$ cat src/rtl/ccm_pkg.sv
// Shared types and register addresses for the clock-and-control master.
// Assumes a 3-bit register address space with eight word locations.
package ccm_pkg;

    typedef enum logic [1:0] {
        ST_RUN       = 2'd0,
        ST_RESETTING = 2'd1,
        ST_FATAL     = 2'd2
    } ccm_state_e;

    localparam int          ADDR_W     = 3;
    localparam logic [2:0]  A_CMD      = 3'd0;
    localparam logic [2:0]  A_MASK     = 3'd1;
    localparam logic [2:0]  A_EMU_ACC  = 3'd2;
    localparam logic [2:0]  A_EMU_TP   = 3'd3;
    localparam logic [2:0]  A_EMU_BX   = 3'd4;
    localparam logic [2:0]  A_EMU_TYP  = 3'd5;
    localparam logic [2:0]  A_STAT_SL  = 3'd6;
    localparam logic [2:0]  A_STAT_FE  = 3'd7;

endpackage

$ cat src/rtl/ccm_return_combiner.sv
// Masks the busy, reset-request and fatal returns per slave and ORs each
// kind into one flag. Purely combinational; a set mask bit hides a slave.
module ccm_return_combiner #(
    parameter int N_SLAVE = 4
) (
    input  logic [N_SLAVE-1:0] busy_i,
    input  logic [N_SLAVE-1:0] err_i,
    input  logic [N_SLAVE-1:0] fatal_i,
    input  logic [N_SLAVE-1:0] mask_i,
    output logic               busy_any_o,
    output logic               err_any_o,
    output logic               fatal_any_o
);

    logic [N_SLAVE-1:0] busy_m;
    logic [N_SLAVE-1:0] err_m;
    logic [N_SLAVE-1:0] fatal_m;

    // One gating cell per slave
    for (genvar s = 0; s < N_SLAVE; s++) begin : g_slave
        assign busy_m[s]  = busy_i[s]  & ~mask_i[s];
        assign err_m[s]   = err_i[s]   & ~mask_i[s];
        assign fatal_m[s] = fatal_i[s] & ~mask_i[s];
    end

    // Reduce each return kind to one flag
    always_comb begin
        busy_any_o  = |busy_m;
        err_any_o   = |err_m;
        fatal_any_o = |fatal_m;
    end

endmodule

$ cat src/rtl/ccm_ctrl_fsm.sv
// Control state machine: RUN, RESETTING (timed front-end reset) and FATAL
// (sticky). Assumes glob_rst_i is a single-cycle pulse from the register bus.
module ccm_ctrl_fsm
    import ccm_pkg::*;
#(
    parameter int RST_CYC = 4
) (
    input  logic       clk,
    input  logic       rst_n,
    input  logic       glob_rst_i,
    input  logic       err_any_i,
    input  logic       fatal_any_i,
    output ccm_state_e state_o,
    output logic       fe_rst_n_o
);

    localparam int CNT_W = $clog2(RST_CYC + 1);
    localparam logic [CNT_W-1:0] CNT_END = CNT_W'(RST_CYC);

    ccm_state_e       state_q, state_d;
    logic [CNT_W-1:0] cnt_q, cnt_d;

    // Next-state decision; global reset outranks fatal, fatal outranks all else
    always_comb begin
        state_d = state_q;
        cnt_d   = cnt_q;
        if (glob_rst_i) begin
            state_d = ST_RUN;
            cnt_d   = '0;
        end else if (fatal_any_i) begin
            state_d = ST_FATAL;
        end else begin
            case (state_q)
                ST_RUN: begin
                    if (err_any_i) begin
                        state_d = ST_RESETTING;
                        cnt_d   = '0;
                    end
                end
                ST_RESETTING: begin
                    if (cnt_q < CNT_END) begin
                        cnt_d = cnt_q + 1'b1;
                    end else if (!err_any_i) begin
                        state_d = ST_RUN;
                    end
                end
                default: ;
            endcase
        end
    end

    // State and reset-width counter registers
    always_ff @(posedge clk) begin
        if (!rst_n) begin
            state_q <= ST_RUN;
            cnt_q   <= '0;
        end else begin
            state_q <= state_d;
            cnt_q   <= cnt_d;
        end
    end

    // Front-end reset is low for the first RST_CYC cycles of RESETTING
    always_comb begin
        state_o    = state_q;
        fe_rst_n_o = !((state_q == ST_RESETTING) && (cnt_q < CNT_END));
    end

endmodule

$ cat src/rtl/ccm_trigger_path.sv
// Captures upstream trigger inputs (or, in local mode, bus-written values)
// on the block clock, then re-registers the accept and test-pulse bits as
// front-end outputs. Assumes the emulation strobes are single-cycle.
module ccm_trigger_path #(
    parameter int BUNCH_W = 8,
    parameter int TYPE_W  = 4
) (
    input  logic               clk,
    input  logic               rst_n,
    input  logic               local_i,
    input  logic               run_i,
    input  logic               up_accept_i,
    input  logic               up_testp_i,
    input  logic [BUNCH_W-1:0] up_bunch_i,
    input  logic [TYPE_W-1:0]  up_type_i,
    input  logic               emu_acc_i,
    input  logic               emu_tp_i,
    input  logic               emu_bx_we_i,
    input  logic               emu_typ_we_i,
    input  logic [BUNCH_W-1:0] emu_bx_i,
    input  logic [TYPE_W-1:0]  emu_typ_i,
    output logic               cap_acc_o,
    output logic               cap_tp_o,
    output logic [BUNCH_W-1:0] cap_bx_o,
    output logic [TYPE_W-1:0]  cap_typ_o,
    output logic               trig_o,
    output logic               testp_o
);

    logic               cap_acc_q, cap_tp_q;
    logic [BUNCH_W-1:0] cap_bx_q;
    logic [TYPE_W-1:0]  cap_typ_q;
    logic               trig_q, testp_q;

    // Capture stage: upstream values, or bus emulation in local mode
    always_ff @(posedge clk) begin
        if (!rst_n) begin
            cap_acc_q <= 1'b0;
            cap_tp_q  <= 1'b0;
            cap_bx_q  <= '0;
            cap_typ_q <= '0;
        end else if (local_i) begin
            cap_acc_q <= emu_acc_i;
            cap_tp_q  <= emu_tp_i;
            if (emu_bx_we_i)  cap_bx_q  <= emu_bx_i;
            if (emu_typ_we_i) cap_typ_q <= emu_typ_i;
        end else begin
            cap_acc_q <= up_accept_i;
            cap_tp_q  <= up_testp_i;
            cap_bx_q  <= up_bunch_i;
            cap_typ_q <= up_type_i;
        end
    end

    // Output stage on the readout clock; triggers only pass in RUN
    always_ff @(posedge clk) begin
        if (!rst_n) begin
            trig_q  <= 1'b0;
            testp_q <= 1'b0;
        end else begin
            trig_q  <= cap_acc_q & run_i;
            testp_q <= cap_tp_q;
        end
    end

    // Drive outputs from the registers
    always_comb begin
        cap_acc_o = cap_acc_q;
        cap_tp_o  = cap_tp_q;
        cap_bx_o  = cap_bx_q;
        cap_typ_o = cap_typ_q;
        trig_o    = trig_q;
        testp_o   = testp_q;
    end

endmodule

$ cat src/rtl/ccm_regbank.sv
// Register bus decode: command and mask registers, emulation write strobes
// (qualified by local mode), and the combinational read multiplexer.
// Assumes a write is a single-cycle strobe sampled at the clock edge.
module ccm_regbank
    import ccm_pkg::*;
#(
    parameter int N_SLAVE = 4,
    parameter int DATA_W  = 16,
    parameter int BUNCH_W = 8,
    parameter int TYPE_W  = 4
) (
    input  logic               clk,
    input  logic               rst_n,
    input  logic               wr_i,
    input  logic [ADDR_W-1:0]  addr_i,
    input  logic [DATA_W-1:0]  wdata_i,
    output logic [DATA_W-1:0]  rdata_o,
    output logic               local_o,
    output logic [N_SLAVE-1:0] mask_o,
    output logic               glob_rst_o,
    output logic               emu_acc_o,
    output logic               emu_tp_o,
    output logic               emu_bx_we_o,
    output logic               emu_typ_we_o,
    input  logic               cap_acc_i,
    input  logic               cap_tp_i,
    input  logic [BUNCH_W-1:0] cap_bx_i,
    input  logic [TYPE_W-1:0]  cap_typ_i,
    input  logic [N_SLAVE-1:0] sl_busy_i,
    input  logic [N_SLAVE-1:0] sl_err_i,
    input  logic [N_SLAVE-1:0] sl_fatal_i,
    input  logic [1:0]         state_i,
    input  logic               trig_i,
    input  logic               testp_i,
    input  logic               fe_rst_n_i
);

    localparam int SL_W = 3 * N_SLAVE;

    logic               local_q;
    logic [N_SLAVE-1:0] mask_q;
    logic [7:0]         hit;
    logic               unused_wdata;

    // One-hot address decode of a write
    for (genvar a = 0; a < 8; a++) begin : g_dec
        assign hit[a] = wr_i && (addr_i == ADDR_W'(a));
    end

    // Always-writable command and mask registers
    always_ff @(posedge clk) begin
        if (!rst_n) begin
            local_q <= 1'b0;
            mask_q  <= '0;
        end else begin
            if (hit[A_CMD])  local_q <= wdata_i[0];
            if (hit[A_MASK]) mask_q  <= wdata_i[N_SLAVE-1:0];
        end
    end

    // Strobes: global reset always, emulation only in local mode
    always_comb begin
        glob_rst_o   = hit[A_CMD] & wdata_i[1];
        emu_acc_o    = local_q & hit[A_EMU_ACC] & wdata_i[0];
        emu_tp_o     = local_q & hit[A_EMU_TP]  & wdata_i[0];
        emu_bx_we_o  = local_q & hit[A_EMU_BX];
        emu_typ_we_o = local_q & hit[A_EMU_TYP];
        local_o      = local_q;
        mask_o       = mask_q;
    end

    // Read multiplexer
    always_comb begin
        rdata_o = '0;
        case (addr_i)
            A_CMD:     rdata_o[0]            = local_q;
            A_MASK:    rdata_o[N_SLAVE-1:0]  = mask_q;
            A_EMU_ACC: rdata_o[0]            = cap_acc_i;
            A_EMU_TP:  rdata_o[0]            = cap_tp_i;
            A_EMU_BX:  rdata_o[BUNCH_W-1:0]  = cap_bx_i;
            A_EMU_TYP: rdata_o[TYPE_W-1:0]   = cap_typ_i;
            A_STAT_SL: rdata_o[SL_W-1:0]     = {sl_fatal_i, sl_err_i, sl_busy_i};
            A_STAT_FE: rdata_o[4:0]          = {fe_rst_n_i, testp_i, trig_i, state_i};
            default:   rdata_o               = '0;
        endcase
    end

    assign unused_wdata = ^wdata_i;

endmodule

$ cat src/rtl/ccm_master.sv
// Top of the trigger clock-and-control master. Wires the register bank,
// trigger capture/output path, return combiner and control state machine.
// Assumes all inputs are synchronous to clk.
module ccm_master
    import ccm_pkg::*;
#(
    parameter int N_SLAVE = 4,
    parameter int DATA_W  = 16,
    parameter int BUNCH_W = 8,
    parameter int TYPE_W  = 4,
    parameter int RST_CYC = 4
) (
    input  logic               clk,
    input  logic               rst_n,
    input  logic               up_accept_i,
    input  logic               up_testp_i,
    input  logic [BUNCH_W-1:0] up_bunch_i,
    input  logic [TYPE_W-1:0]  up_type_i,
    input  logic [N_SLAVE-1:0] sl_busy_i,
    input  logic [N_SLAVE-1:0] sl_err_i,
    input  logic [N_SLAVE-1:0] sl_fatal_i,
    input  logic               bus_wr_i,
    input  logic [2:0]         bus_addr_i,
    input  logic [DATA_W-1:0]  bus_wdata_i,
    output logic [DATA_W-1:0]  bus_rdata_o,
    output logic               trig_o,
    output logic               testp_o,
    output logic               ro_clk_o,
    output logic               busy_o,
    output logic               fatal_o,
    output logic               fe_rst_n_o
);

    logic               local_mode;
    logic [N_SLAVE-1:0] mask_q;
    logic               glob_rst;
    logic               emu_acc, emu_tp, emu_bx_we, emu_typ_we;
    logic               cap_acc, cap_tp;
    logic [BUNCH_W-1:0] cap_bx;
    logic [TYPE_W-1:0]  cap_typ;
    logic               busy_any, err_any, fatal_any;
    ccm_state_e         state_q;
    logic               run;

    ccm_regbank #(
        .N_SLAVE(N_SLAVE), .DATA_W(DATA_W), .BUNCH_W(BUNCH_W), .TYPE_W(TYPE_W)
    ) u_regs (
        .clk(clk), .rst_n(rst_n),
        .wr_i(bus_wr_i), .addr_i(bus_addr_i), .wdata_i(bus_wdata_i),
        .rdata_o(bus_rdata_o),
        .local_o(local_mode), .mask_o(mask_q), .glob_rst_o(glob_rst),
        .emu_acc_o(emu_acc), .emu_tp_o(emu_tp),
        .emu_bx_we_o(emu_bx_we), .emu_typ_we_o(emu_typ_we),
        .cap_acc_i(cap_acc), .cap_tp_i(cap_tp),
        .cap_bx_i(cap_bx), .cap_typ_i(cap_typ),
        .sl_busy_i(sl_busy_i), .sl_err_i(sl_err_i), .sl_fatal_i(sl_fatal_i),
        .state_i(state_q), .trig_i(trig_o), .testp_i(testp_o),
        .fe_rst_n_i(fe_rst_n_o)
    );

    ccm_trigger_path #(.BUNCH_W(BUNCH_W), .TYPE_W(TYPE_W)) u_trig (
        .clk(clk), .rst_n(rst_n),
        .local_i(local_mode), .run_i(run),
        .up_accept_i(up_accept_i), .up_testp_i(up_testp_i),
        .up_bunch_i(up_bunch_i), .up_type_i(up_type_i),
        .emu_acc_i(emu_acc), .emu_tp_i(emu_tp),
        .emu_bx_we_i(emu_bx_we), .emu_typ_we_i(emu_typ_we),
        .emu_bx_i(bus_wdata_i[BUNCH_W-1:0]), .emu_typ_i(bus_wdata_i[TYPE_W-1:0]),
        .cap_acc_o(cap_acc), .cap_tp_o(cap_tp),
        .cap_bx_o(cap_bx), .cap_typ_o(cap_typ),
        .trig_o(trig_o), .testp_o(testp_o)
    );

    ccm_return_combiner #(.N_SLAVE(N_SLAVE)) u_comb (
        .busy_i(sl_busy_i), .err_i(sl_err_i), .fatal_i(sl_fatal_i),
        .mask_i(mask_q),
        .busy_any_o(busy_any), .err_any_o(err_any), .fatal_any_o(fatal_any)
    );

    ccm_ctrl_fsm #(.RST_CYC(RST_CYC)) u_fsm (
        .clk(clk), .rst_n(rst_n),
        .glob_rst_i(glob_rst), .err_any_i(err_any), .fatal_any_i(fatal_any),
        .state_o(state_q), .fe_rst_n_o(fe_rst_n_o)
    );

    // Upstream returns and readout clock
    always_comb begin
        run      = (state_q == ST_RUN);
        busy_o   = busy_any | !run;
        fatal_o  = fatal_any | (state_q == ST_FATAL);
        ro_clk_o = clk;
    end

endmodule

$ cat config.mk
export PLATFORM = sky130hd
export DESIGN_NAME = ccm_master
export DESIGN_NICKNAME = d
export VERILOG_FILES = /design/src/rtl/ccm_pkg.sv /design/src/rtl/ccm_return_combiner.sv /design/src/rtl/ccm_ctrl_fsm.sv /design/src/rtl/ccm_trigger_path.sv /design/src/rtl/ccm_regbank.sv /design/src/rtl/ccm_master.sv
export SDC_FILE = /design/constraint.sdc
export NUM_CORES = 1
export LEC_CHECK = 0
export BUFFER_PORTS_ARGS = -buffer_cell sky130_fd_sc_hd__buf_2
export CORE_UTILIZATION = 43
export DETAILED_ROUTE_END_ITERATION = 8
export HOLD_SLACK_MARGIN = 0.08
export PLACE_DENSITY_LB_ADDON = 0.05
export SLEW_MARGIN = 0
export SYNTH_ARGS = -nofsm -noshare
export SYNTH_HDL_FRONTEND = slang
export SYNTH_SLANG_ARGS = --single-unit
$ cat constraint.sdc
create_clock -name clk -period 1.5 [get_ports clk]
set_input_delay 0.3 -clock clk [delete_from_list [all_inputs] [get_ports clk]]
set_output_delay 0.3 -clock clk [all_outputs]
set_load 0.005 [all_outputs]
Word-level counts from Yosys, hierarchy flattened
Cells that the tools add are included.
W data, S select, Z words.
{"block": "word_totals", "register_bits": 26, "inputBits": 48, "out_inout_bits": 22, "elab_cells": 99}
{"block": "op_classes", "n_addsub": 1, "magnitude_cmp": 1, "eq_ne": 18, "n_mux": 19, "bitwise": 28, "reduce_logical": 21}
{"op": "$and A1 B1 Y1", "count": 20}
{"op": "$mux W8", "count": 2}
{"op": "$pmux W3 S5", "count": 1}
{"op": "$eq A3 B3 Y1 const B", "count": 4}
{"op": "$mux W4", "count": 3}
{"op": "$pmux W3 S2", "count": 2}
{"op": "$reduce_and A4 Y1", "count": 3}
{"op": "$reduce_or A4 Y1", "count": 3}
{"op": "$ne A2 B2 Y1 const B", "count": 5}
{"op": "$mux W2", "count": 4}
{"op": "$pmux W1 S8", "count": 1}
{"op": "$logic_and A1 B1 Y1", "count": 7}
{"op": "$eq A3 B2 Y1 const B", "count": 2}
{"op": "$mux W3", "count": 2}
{"op": "$ne A3 B3 Y1 const B", "count": 2}
{"op": "$not A1 Y1", "count": 6}
{"op": "$reduce_or A6 Y1", "count": 1}
{"op": "$pmux W2 S2", "count": 1}
{"op": "$add A3 B1 Y3 const B", "count": 1}
{"op": "$eq A3 B1 Y1 const B", "count": 1}
{"op": "$logic_not A3 Y1", "count": 1}
{"op": "$lt A3 B3 Y1 const B", "count": 1}
{"op": "$ne A3 B2 Y1 const B", "count": 1}
{"op": "$pmux W1 S3", "count": 1}
{"op": "10 further kinds", "count": 13}

Depth between registers and ports, before layout
{"block": "logic_depth", "word_depth": 7, "depth_mapped": 6, "mapped_depth_nobuf": 4}

Hierarchy
A second synthesis with hierarchy kept.
{"block": "unflattened", "hier_cells": 188, "area_unflattened_um2": 1721.7}
{"mod": "ccm_trigger_path", "instances": 1, "cells_per_inst": 64, "area_per_inst_um2": 748.2, "seq_area_each_um2": 320.3}
{"mod": "ccm_regbank", "instances": 1, "cells_per_inst": 75, "area_per_inst_um2": 591.8, "seq_area_each_um2": 100.1}
{"mod": "ccm_ctrl_fsm", "instances": 1, "cells_per_inst": 29, "area_per_inst_um2": 259.0, "seq_area_each_um2": 100.1}
{"mod": "ccm_return_combiner", "instances": 1, "cells_per_inst": 15, "area_per_inst_um2": 93.8, "seq_area_each_um2": 0.0}
{"mod": "ccm_master", "instances": 1, "cells_per_inst": 5, "area_per_inst_um2": 28.8, "seq_area_each_um2": 0.0}

==> impl_metrics.tcl <==
set metrics [dict create \
    status "finished, violations left" \
    violations "setup timing" \
    place_congestion 0.8483 \
    vias 1557 \
    synthXorXnorAreaFrac_pct 0 \
    synth_top_family_by_area "simple AND/OR/NAND/NOR gates" \
    switching_share_pct 24.71 \
    finish.net_count 301 \
    antenna_cells 0 \
    hold_viol 0 \
    post_drt_wl_per_cell_microns 13.83 \
    avgSynthCellArea_sq_um 9.090 \
    grt.total_usage_pct 21.58 \
    pin_count 70 \
    p_comb_share_pct 18.3 \
    grt_overflow 0 \
    synth_cell_type_count 42 \
    crit_fanout 2 \
    yosysSeqAreaShare_pct 31.63 \
    drc_errors 0 \
    criticalPathCategory "flop to output pin" \
    clkPwrFrac_pct 39.6 \
    endpoint_kind "output pin" \
    period_needed_ns 1.874 \
    syn_inst 181 \
    arrival_ns 1.57 \
    dp_hpwl_mm 3.236 \
    ys_top_cells_by_count "dfxtp_1 (26), nand2_1 (22), mux2i_1 (17), nor2b_1 (16), o211a_1 (13)" \
    area_growth_pct 35.36 \
    leakagePower_uw 0.001096 \
    synthTopCellsByArea "dfxtp_1 (32%), mux2i_1 (10%), o211a_1 (7.9%)" \
    required_ns 1.20 \
    cp_num_buf_inv 1 \
    cts_tree "done" \
    synth_ff_type "dfxtp_1" \
    fin_area_sq_um 2227 \
    fmax_ghz 0.5336 \
    synth_seq_cells 26 \
    post-place-ws_ns -0.1639 \
    ys_async_sr_fraction_pct 0 \
    placed_area_sq_um 2052 \
    powerDensity_nw_per_um2 786.4 \
    slew_violations 0 \
    first_pass_iters 4 \
    path_cells "mux4_2 > mux2_4 > buf_6" \
    start_util_pct 44.94 \
    grt_max_degree 27 \
    setup_viol 8 \
    synth_top_area_share_pct 31.63 \
    max_cap_viol_count 0 \
    yosys_warnings 0 \
    drive_gt1_share_pct 43.82 \
    muxShareOfSynthArea_pct 18.10 \
    dieWidth_microns 63.86 \
    seqPwrFrac_pct 42.1 \
    p_int_uw 1319 \
    worstHoldPathType "input pin to flop" \
    slowest_delay_ns 0.46 \
    drt-initial-drc-count 50 \
    wl_mm 4.134 \
    synth-edff-count 0 \
    yosys.area_share.adder_pct 0.7605 \
    synth_top_cell_by_area "dfxtp_1" \
    yosysMostFrequentCell "dfxtp_1" \
    ir_worst_vdd_v 0.0005587 \
    port_buffers 57 \
    vias_per_cell 5.207 \
    grt_pass1_vias 1551 \
    fin_crit_sh_pct 124.9 \
    grt_pass1_wl_mm 6.755 \
    fp.dieH_microns 63.86 \
    rsz0062_at_grt "true" \
    synth-simple-area-share_pct 23.35 \
    num_rows 22 \
    antenna_found_initial 0 \
    synth_compound_area_share_pct 17.87 \
    die_area_sq_um 4077 \
    finClkSkew_ns 0.004863 \
    clkLatencyLatePin_ns 0.38 \
    crit_family "multiplexers" \
    critPathSlowestCell "mux4_2" \
    core_sq_um 3661 \
    syn_area_sq_um 1645 \
    start_kind "flop" \
    drtAntennaViolNets 0 \
    fin_ws_ns -0.3742 \
    p_sw_uw 432.9 \
    cts-hold-fix-buffers 0 \
    clk_pin_slew_ns 0.09 \
]
## flip-flops by register name, indices dropped and copies added (netlist names), 2 cells and up
name and count:
u_regs.mask_o 4, u_fsm.state_o 2, u_trig.cap_bx_o 8, u_fsm.cnt_q 3, u_trig.cap_typ_o 4
## cell families after synthesis
group,after synthesis
AND/OR/NAND/NOR,69
AO/OA/AOI/OAI,35
buffers and inverters,26
flip-flops,26
multiplexers,23
adder cells (fa/ha/maj),1
other,1
## metrics by stage
step                      hold slack (ns)  cells  total power (uW)  TNS, ns  util (%)
final                              0.1324    299              1751   -1.850     60.83
after global routing               0.1279    299              1842   -2.191     60.83
after CTS                          0.1282    299              1763   -1.863     60.42
after detailed placement           0.3829    288              1089  -0.8533     56.05
after global placement             0.3829    288              1080  -0.5716     56.05
after floorplan                    0.3808    184             971.3        0         -
## power groups by stage
stage / Combinational (uW) / Clock, uW / Sequential (uW)
floorplan: 179 / 43.2 / 749
global placement: 294 / 29.0 / 758
detailed placement: 302 / 29.0 / 758
CTS: 318 / 707 / 738
global route: 350 / 752 / 741
finish: 320 / 694 / 737
## placed cells by master, fill, tap and decap left out, types with 2 or more instances in the layout
cell type / instances
clkbuf_8: 7
o22ai_1: 2
mux4_2: 5
nor2b_1: 14
nand3_1: 2
dfxtp_4: 4
and2_1: 3
inv_2: 3
o21ai_0: 2
dfxtp_1: 17
nor2_1: 9
a21oi_1: 5
dfxtp_2: 5
o21ai_1: 5
buf_4: 18
mux2i_1: 17
nor2b_4: 2
nand2b_1: 2
buf_6: 2
o211a_1: 13
buf_2: 55
conb_1: 4
and3_1: 6
inv_1: 5
buf_12: 2
nand2_1: 22
## worst paths after layout
| kind | start | end | slack, ns | depth (start not counted) |
|---|---|---|---|---|
| worst max register to register | u_regs.mask_o[3] | u_fsm.cnt_q[1] | 0.08 | 4 |
| worst max-delay path | u_fsm.state_o[0] | bus_rdata_o[0] | -0.37 | 3 |
| worst min-delay path | up_bunch_i[7] | u_trig.cap_bx_o[7] | 0.13 | 2 |
| worst min register to register | u_trig.cap_acc_o | u_trig.trig_o | 0.49 | 1 |
## area by class of cell
class                   count  area [sq um]
flip-flops and latches     26         541.8
multi-input cells         132          1018
inverters                   8         30.03
fillers                   331          1434
clock buffers               8         101.3
repair buffers             77         475.5
well taps                  48         60.06
## metal layers
| layer | vias up | track usage [%] | part of all wire (%) |
|---|---|---|---|
| li1 | 776 | - | - |
| met1 | 716 | 25.52 | 44 |
| met2 | 58 | 37.23 | 49 |
| met3 | 7 | 3.929 | 5.7 |
| met4 | 0 | 10.51 | 1.5 |
| met5 | - | 0 | 0 |
## repair_timing
| item | in CTS | in global routing |
|---|---|---|
| gates resized for setup | 17 | 6 |
| gates cloned | 0 | 0 |
| buffers inserted | 4 | 0 |
| pin swaps | 7 | 1 |
| setup endpoints to repair | 13 | 15 |
Note: power is estimated with default switching activity, not from simulation.
